`src/rtl/tribus_pkg.sv`:
```
package tribus_pkg;

    typedef enum logic [2:0] {
        ALU_FWD_A = 3'd0,
        ALU_FWD_B = 3'd1,
        ALU_ADD   = 3'd2,
        ALU_SUB   = 3'd3,
        ALU_AND   = 3'd4,
        ALU_OR    = 3'd5,
        ALU_XOR   = 3'd6,
        ALU_NONE  = 3'd7
    } alu_op_e;

    typedef enum logic [1:0] {
        BSRC_REG  = 2'd0,
        BSRC_PC   = 2'd1,
        BSRC_MDR  = 2'd2,
        BSRC_ZERO = 2'd3
    } bsrc_e;

endpackage

```
`src/rtl/tribus_regfile.sv`:
```
module tribus_regfile #(
    parameter int unsigned XLEN  = 32,
    parameter int unsigned NREGS = 8,
    localparam int unsigned IW   = $clog2(NREGS)
) (
    input  logic            clk_i,
    input  logic            rst_i,
    input  logic [IW-1:0]   ra_sel_i,
    input  logic [IW-1:0]   rb_sel_i,
    input  logic [IW-1:0]   w_sel_i,
    input  logic            w_en_i,
    input  logic [XLEN-1:0] w_data_i,
    output logic [XLEN-1:0] ra_data_o,
    output logic [XLEN-1:0] rb_data_o
);

    logic [XLEN-1:0] regs_d [NREGS];
    logic [XLEN-1:0] regs_q [NREGS];

    // Per-entry next value; each entry compares against its own index.
    for (genvar g = 0; g < NREGS; g++) begin : g_entry
        always_comb begin
            regs_d[g] = regs_q[g];
            if (w_en_i && (w_sel_i == IW'(g))) begin
                regs_d[g] = w_data_i;
            end
        end
    end

    always_ff @(posedge clk_i) begin
        for (int i = 0; i < NREGS; i++) begin
            if (rst_i) regs_q[i] <= '0;
            else       regs_q[i] <= regs_d[i];
        end
    end

    // Reads come from the stored state, so a same-cycle write is not seen.
    assign ra_data_o = regs_q[ra_sel_i];
    assign rb_data_o = regs_q[rb_sel_i];

endmodule

```
`src/rtl/tribus_alu.sv`:
```
module tribus_alu
    import tribus_pkg::*;
#(
    parameter int unsigned XLEN = 32
) (
    input  logic [2:0]      op_i,
    input  logic            use_const_i,
    input  logic [XLEN-1:0] bus_a_i,
    input  logic [XLEN-1:0] bus_b_i,
    output logic [XLEN-1:0] res_o
);

    localparam logic [XLEN-1:0] CONST_STEP = XLEN'(4);

    logic [XLEN-1:0] opa;

    always_comb begin
        opa = use_const_i ? CONST_STEP : bus_a_i;
        unique case (alu_op_e'(op_i))
            ALU_FWD_A: res_o = opa;
            ALU_FWD_B: res_o = bus_b_i;
            ALU_ADD:   res_o = opa + bus_b_i;
            ALU_SUB:   res_o = opa - bus_b_i;
            ALU_AND:   res_o = opa & bus_b_i;
            ALU_OR:    res_o = opa | bus_b_i;
            ALU_XOR:   res_o = opa ^ bus_b_i;
            default:   res_o = '0;
        endcase
    end

endmodule

```
`src/rtl/tribus_pc_step.sv`:
```
module tribus_pc_step #(
    parameter int unsigned XLEN = 32,
    parameter int unsigned STEP = 4
) (
    input  logic [XLEN-1:0] pc_i,
    output logic [XLEN-1:0] pc_next_o
);

    assign pc_next_o = pc_i + XLEN'(STEP);

endmodule

```
`src/rtl/tribus_datapath.sv`:
```
module tribus_datapath
    import tribus_pkg::*;
#(
    parameter int unsigned XLEN  = 32,
    parameter int unsigned NREGS = 8,
    localparam int unsigned IW   = $clog2(NREGS)
) (
    input  logic            clk_i,
    input  logic            rst_i,
    input  logic [IW-1:0]   a_sel_i,
    input  logic [IW-1:0]   b_sel_i,
    input  logic [1:0]      b_src_i,
    input  logic            a_const4_i,
    input  logic [2:0]      alu_op_i,
    input  logic [IW-1:0]   c_sel_i,
    input  logic            c_we_i,
    input  logic            pc_ld_i,
    input  logic            inc_pc_i,
    input  logic            mar_ld_i,
    input  logic            mdr_ld_i,
    input  logic            ir_ld_i,
    input  logic            rd_i,
    input  logic            wr_i,
    input  logic            mfc_i,
    input  logic [XLEN-1:0] mem_rdata_i,
    output logic [XLEN-1:0] mem_addr_o,
    output logic [XLEN-1:0] mem_wdata_o,
    output logic            mem_rd_o,
    output logic            mem_wr_o,
    output logic [XLEN-1:0] pc_o,
    output logic [XLEN-1:0] ir_o,
    output logic [XLEN-1:0] bus_a_o,
    output logic [XLEN-1:0] bus_b_o,
    output logic [XLEN-1:0] bus_c_o
);

    typedef struct packed {
        logic [XLEN-1:0] pc;
        logic [XLEN-1:0] mar;
        logic [XLEN-1:0] mdr;
        logic [XLEN-1:0] ir;
        logic            rd_pend;
        logic            wr_pend;
    } dp_state_t;

    dp_state_t st_d, st_q;

    logic [XLEN-1:0] rf_a, rf_b;
    logic [XLEN-1:0] bus_b, bus_c;
    logic [XLEN-1:0] pc_plus;

    tribus_regfile #(.XLEN(XLEN), .NREGS(NREGS)) i_rf (
        .clk_i     (clk_i),
        .rst_i     (rst_i),
        .ra_sel_i  (a_sel_i),
        .rb_sel_i  (b_sel_i),
        .w_sel_i   (c_sel_i),
        .w_en_i    (c_we_i),
        .w_data_i  (bus_c),
        .ra_data_o (rf_a),
        .rb_data_o (rf_b)
    );

    always_comb begin
        unique case (bsrc_e'(b_src_i))
            BSRC_REG: bus_b = rf_b;
            BSRC_PC:  bus_b = st_q.pc;
            BSRC_MDR: bus_b = st_q.mdr;
            default:  bus_b = '0;
        endcase
    end

    tribus_alu #(.XLEN(XLEN)) i_alu (
        .op_i        (alu_op_i),
        .use_const_i (a_const4_i),
        .bus_a_i     (rf_a),
        .bus_b_i     (bus_b),
        .res_o       (bus_c)
    );

    tribus_pc_step #(.XLEN(XLEN), .STEP(4)) i_pcinc (
        .pc_i      (st_q.pc),
        .pc_next_o (pc_plus)
    );

    always_comb begin
        st_d = st_q;
        if (pc_ld_i)       st_d.pc = bus_c;
        else if (inc_pc_i) st_d.pc = pc_plus;
        if (mar_ld_i)      st_d.mar = bus_c;
        if (ir_ld_i)       st_d.ir  = bus_c;
        if (mfc_i && st_q.rd_pend) st_d.mdr = mem_rdata_i;
        else if (mdr_ld_i)         st_d.mdr = bus_c;
        st_d.rd_pend = rd_i | (st_q.rd_pend & ~mfc_i);
        st_d.wr_pend = wr_i | (st_q.wr_pend & ~mfc_i);
    end

    always_ff @(posedge clk_i) begin
        if (rst_i) st_q <= '0;
        else       st_q <= st_d;
    end

    assign mem_addr_o  = st_q.mar;
    assign mem_wdata_o = st_q.mdr;
    assign mem_rd_o    = st_q.rd_pend;
    assign mem_wr_o    = st_q.wr_pend;
    assign pc_o        = st_q.pc;
    assign ir_o        = st_q.ir;
    assign bus_a_o     = rf_a;
    assign bus_b_o     = bus_b;
    assign bus_c_o     = bus_c;

endmodule

```
`config.mk`:
```
export PLATFORM = sky130hd
export DESIGN_NAME = tribus_datapath
export DESIGN_NICKNAME = d
export VERILOG_FILES = /design/src/rtl/tribus_pkg.sv /design/src/rtl/tribus_regfile.sv /design/src/rtl/tribus_alu.sv /design/src/rtl/tribus_pc_step.sv /design/src/rtl/tribus_datapath.sv
export SDC_FILE = /design/constraint.sdc
export NUM_CORES = 1
export LEC_CHECK = 0
export CAP_MARGIN = 10
export CORE_ASPECT_RATIO = 1.25
export CORE_MARGIN = 8
export CORE_UTILIZATION = 50
export DETAILED_ROUTE_END_ITERATION = 12
export DONT_BUFFER_PORTS = 1
export PLACE_DENSITY_LB_ADDON = 0.08
export RECOVER_POWER = 50
export SYNTH_ARGS = -nofsm -noshare
export SYNTH_HDL_FRONTEND = slang
export SYNTH_SLANG_ARGS = --single-unit
```
`constraint.sdc`:
```
create_clock -name clk_i -period 8.3 [get_ports clk_i]
set_clock_uncertainty 0.2 [all_clocks]
set_input_delay 1.66 -clock clk_i [delete_from_list [all_inputs] [get_ports clk_i]]
set_output_delay 1.66 -clock clk_i [all_outputs]
set_load 0.05 [all_outputs]
```
==> qor.log <==
INFO  routing        drt_drc_violations_left=0
INFO  yosys          synth.area.mux_share=14.9%
INFO  timing         report.final.hold_viol_count=0
INFO  yosys          largest_family_of_logic_cells_by_synthesized_area=multiplexers
INFO  routing        drtPass1Iterations=7
INFO  worst_setup_path crit_fanout=98
INFO  status         failed_checks=capacitance limit, slew limit
INFO  clocking       number_of_buffers_inserted_during_clock_tree_synthesis=41
INFO  global_routing grt_start_max_net_pins=122
INFO  global_routing wire_length_of_the_first_global_routing_pass=132000µm
INFO  yosys          synthSimpleGateAreaFrac=12.9%
INFO  yosys          yosys_most_used_dff=edfxtp_1
INFO  routing        vias_per_cell=6.61
INFO  place          io_buffer_count=0
INFO  yosys          ys.warnings.count=0
INFO  global_routing gr-total-overflow=0
INFO  yosys          syn-num-nets=2458
INFO  layout         final_core_utilization=57.4%
INFO  die            die_h=258µm
INFO  timing         post-route-min-period=8250ps
INFO  worst_setup_path reg2regPathDepth=21
INFO  yosys          synth-seq-cells=386
INFO  yosys          post-synth-top-count-cell=nor2_1
INFO  timing         setup_total_negative_slack=0ps
INFO  global_routing grt_use_total=33.2%
INFO  timing         fmax=121MHz
INFO  clocking       cts_buffer_depth=3
INFO  die            placeable_core_area=46100µm²
INFO  timing         timing_worst_slew_pin_value=2730ps
INFO  place          post_dp_cell_area=25000µm²
INFO  clocking       worst_skew_pair.late_latency=590ps
INFO  clocking       worst_setup_hold_path_clk_slew=60ps
INFO  global_routing grt_antenna_before_repair=5
INFO  layout         drive_gt1_share=19.3%
INFO  timing         worst_hold_slack=527ps
INFO  min_path       hold_path_depth=2
INFO  pwr            p_per_area=225nW/µm²
INFO  die            io-pin-count=284
INFO  pwr            cellLeakagePower=10.7nW
INFO  clocking       cts.root.buffer_cell=clkbuf_16
INFO  worst_setup_path worstPathArrival=6390ps
INFO  timing         min_period_over_period=99.4%
INFO  layout         design_area=26500µm²
INFO  routing        detailed_route_via_count=19.6k
INFO  worst_setup_path criticalPathCategory=in -> out
INFO  yosys          postSynthAreaPerCell=10.2µm²
INFO  die            floorplan.initialDensity=50.7%
INFO  run            drv_cap=8
INFO  yosys          netlist_instances=2302
INFO  yosys          synth_adder_area_share=5.28%
INFO  worst_setup_path required=6440ps
INFO  place          detailed_place_hpwl=65700µm
INFO  routing        dr.first_iter.drc_count=2365
INFO  timing         worst_slew_margin_relative_to_its_limit=-82.0%
INFO  timing         final-max-slew-violation-count=225
INFO  die            die-area=54000µm²
INFO  timing         finalSetupViolations=0
INFO  layout         nets=2504
INFO  yosys          synth-seq-area-share=44.0%
INFO  die            dieWidth=209µm
INFO  place          place.gp.congestion=1.01
INFO  routing        avgRoutedWirePerCell=31.4µm
INFO  layout         area.growth.synth_to_final=13.3%
INFO  clocking       cts_max_level=2
INFO  yosys          synth_largest_type_area_fraction=32.9%
INFO  status         outcome=complete, but fails checks
INFO  timing         setup_repair_after_global_routing_missed_its_margin=yes
INFO  routing        antenna_left=0
INFO  global_routing first_global_vias=18.7k
INFO  clocking       clock_tree_from_tritoncts=yes
INFO  worst_setup_path timing.critical_path.from_type=primary input
INFO  routing        totalWireLength=93200µm
INFO  pwr            max-vdd-ir-drop=0.174mV
INFO  yosys          synth-edff-count=256
INFO  min_path       hold_wc_path_type=reg -> reg
INFO  yosys          ys_top_cells_by_count=452 x nor2_1, 256 x edfxtp_1, 157 x clkbuf_1
INFO  yosys          synthDominantAreaCellType=edfxtp_1
INFO  clocking       clkSinkCount=386
INFO  die            rows=88
INFO  yosys          syn-cell-area=23400µm²
INFO  yosys          synth_compound_gate_area_share=14.6%
INFO  clocking       post_cts_hold_buffer_count=0
INFO  yosys          synth-xor-area-share=2.77%
INFO  yosys          synth_async_sr_flop_share=0%
INFO  worst_setup_path end_kind=primary output
INFO  yosys          synth_top_cells_by_area=edfxtp_1 33%, dfxtp_1 11%, mux4_2 9.8%
INFO  yosys          netlist-cell-type-count=70
-- metal layers --
metal,global-route usage [%],share of wire [%]
met5,0,0.025
met4,12.5,4.0
met3,7.31,11
met2,54.2,47
met1,42.9,38
-- layout by cell type (no fill, tap or decap), drive strengths merged, types with 19 or more instances in the layout --
master / n
o22ai: 44
inv: 149
a21oi: 93
nand2: 93
nor2b: 22
mux4: 104
clkbuf: 73
edfxtp: 256
xnor2: 62
a211oi: 125
a22oi: 28
buf: 173
a31oi: 21
mux2i: 96
nand3: 32
nor2: 452
o21ai: 49
dfxtp: 130
a221oi: 19
ha: 97
-- path summary, 6_finish.rpt --
check	start	end	slack [ps]
setup / recovery	b_sel_i[0]	bus_c_o[28]	50
setup reg to reg	i_rf.regs_q[4][9]	i_rf.regs_q[4][28]	2700
hold / removal	ir_o[29]	ir_o[29]	530
hold reg to reg	ir_o[29]	ir_o[29]	530
-- sequential cells by signal (all words and copies together) (netlist names) --
signal and cells:
mem_wr_o 1, i_rf.regs_q 256, mem_addr_o 32, pc_o 32, mem_rd_o 1, ir_o 32
mem_wdata_o 32
-- layout make-up --
cell class	instances	area, µm²
inverters	147	559
fillers	4051	19600
multi-input cells	1578	12200
clock inverters	24	190
repair buffers	194	1390
clock buffers	52	1110
flip-flops and latches	386	10300
diodes	1	2.50
well taps	585	732
-- cell families (layout without fill, tap and decap cells) --
group,count (synthesis),in the layout
muxes,216,216
xor gates and xnor gates,74,74
buffers and inverters,338,417
DFF,386,386
adders and majority gates,98,98
and+or+nand+nor,700,700
AOI/OAI and AO/OA,490,490
other,0,1
-- worst max-delay path: stages --
cell        delay, ps
mux4_2            520
a22o_1            280
a221oi_4          220
nand4_1           120
buf_4             170
nor2_4            130
nand3_4           140
o41ai_4           240
xnor2_1           110
ha_2              210
a21o_1            190
a21oi_2           170
o21ai_1           120
a2111oi_4         390
a311oi_2          140
buf_4             180
o31ai_2           210
buf_4             150
mux2i_1           100
a2111oi_4         480
clkinvlp_4        180
buf_8             170
-- power by group --
part	switching [mW]	internal (mW)
clock	0.805	1.02
sequential	0.299	2.17
combinational	1.13	0.549
-- metrics by stage --
stage	instances	setup slack (ps)	power [mW]
after floorplan	2302	0.434	3.55
after global placement	2885	-87.6	4.11
after detailed placement	2885	-125	4.13
after CTS	2961	13.3	5.92
after global routing	2966	-26.7	6.15
final	2967	47.9	5.97
-- what timing repair did --
action | CTS | global route
resized for setup | 4 | 47
endpoints found under the setup margin | 3 | 12
pin swaps | 1 | 12
buffers inserted | 0 | 5
No activity file was read; power rests on OpenSTA's default activity.
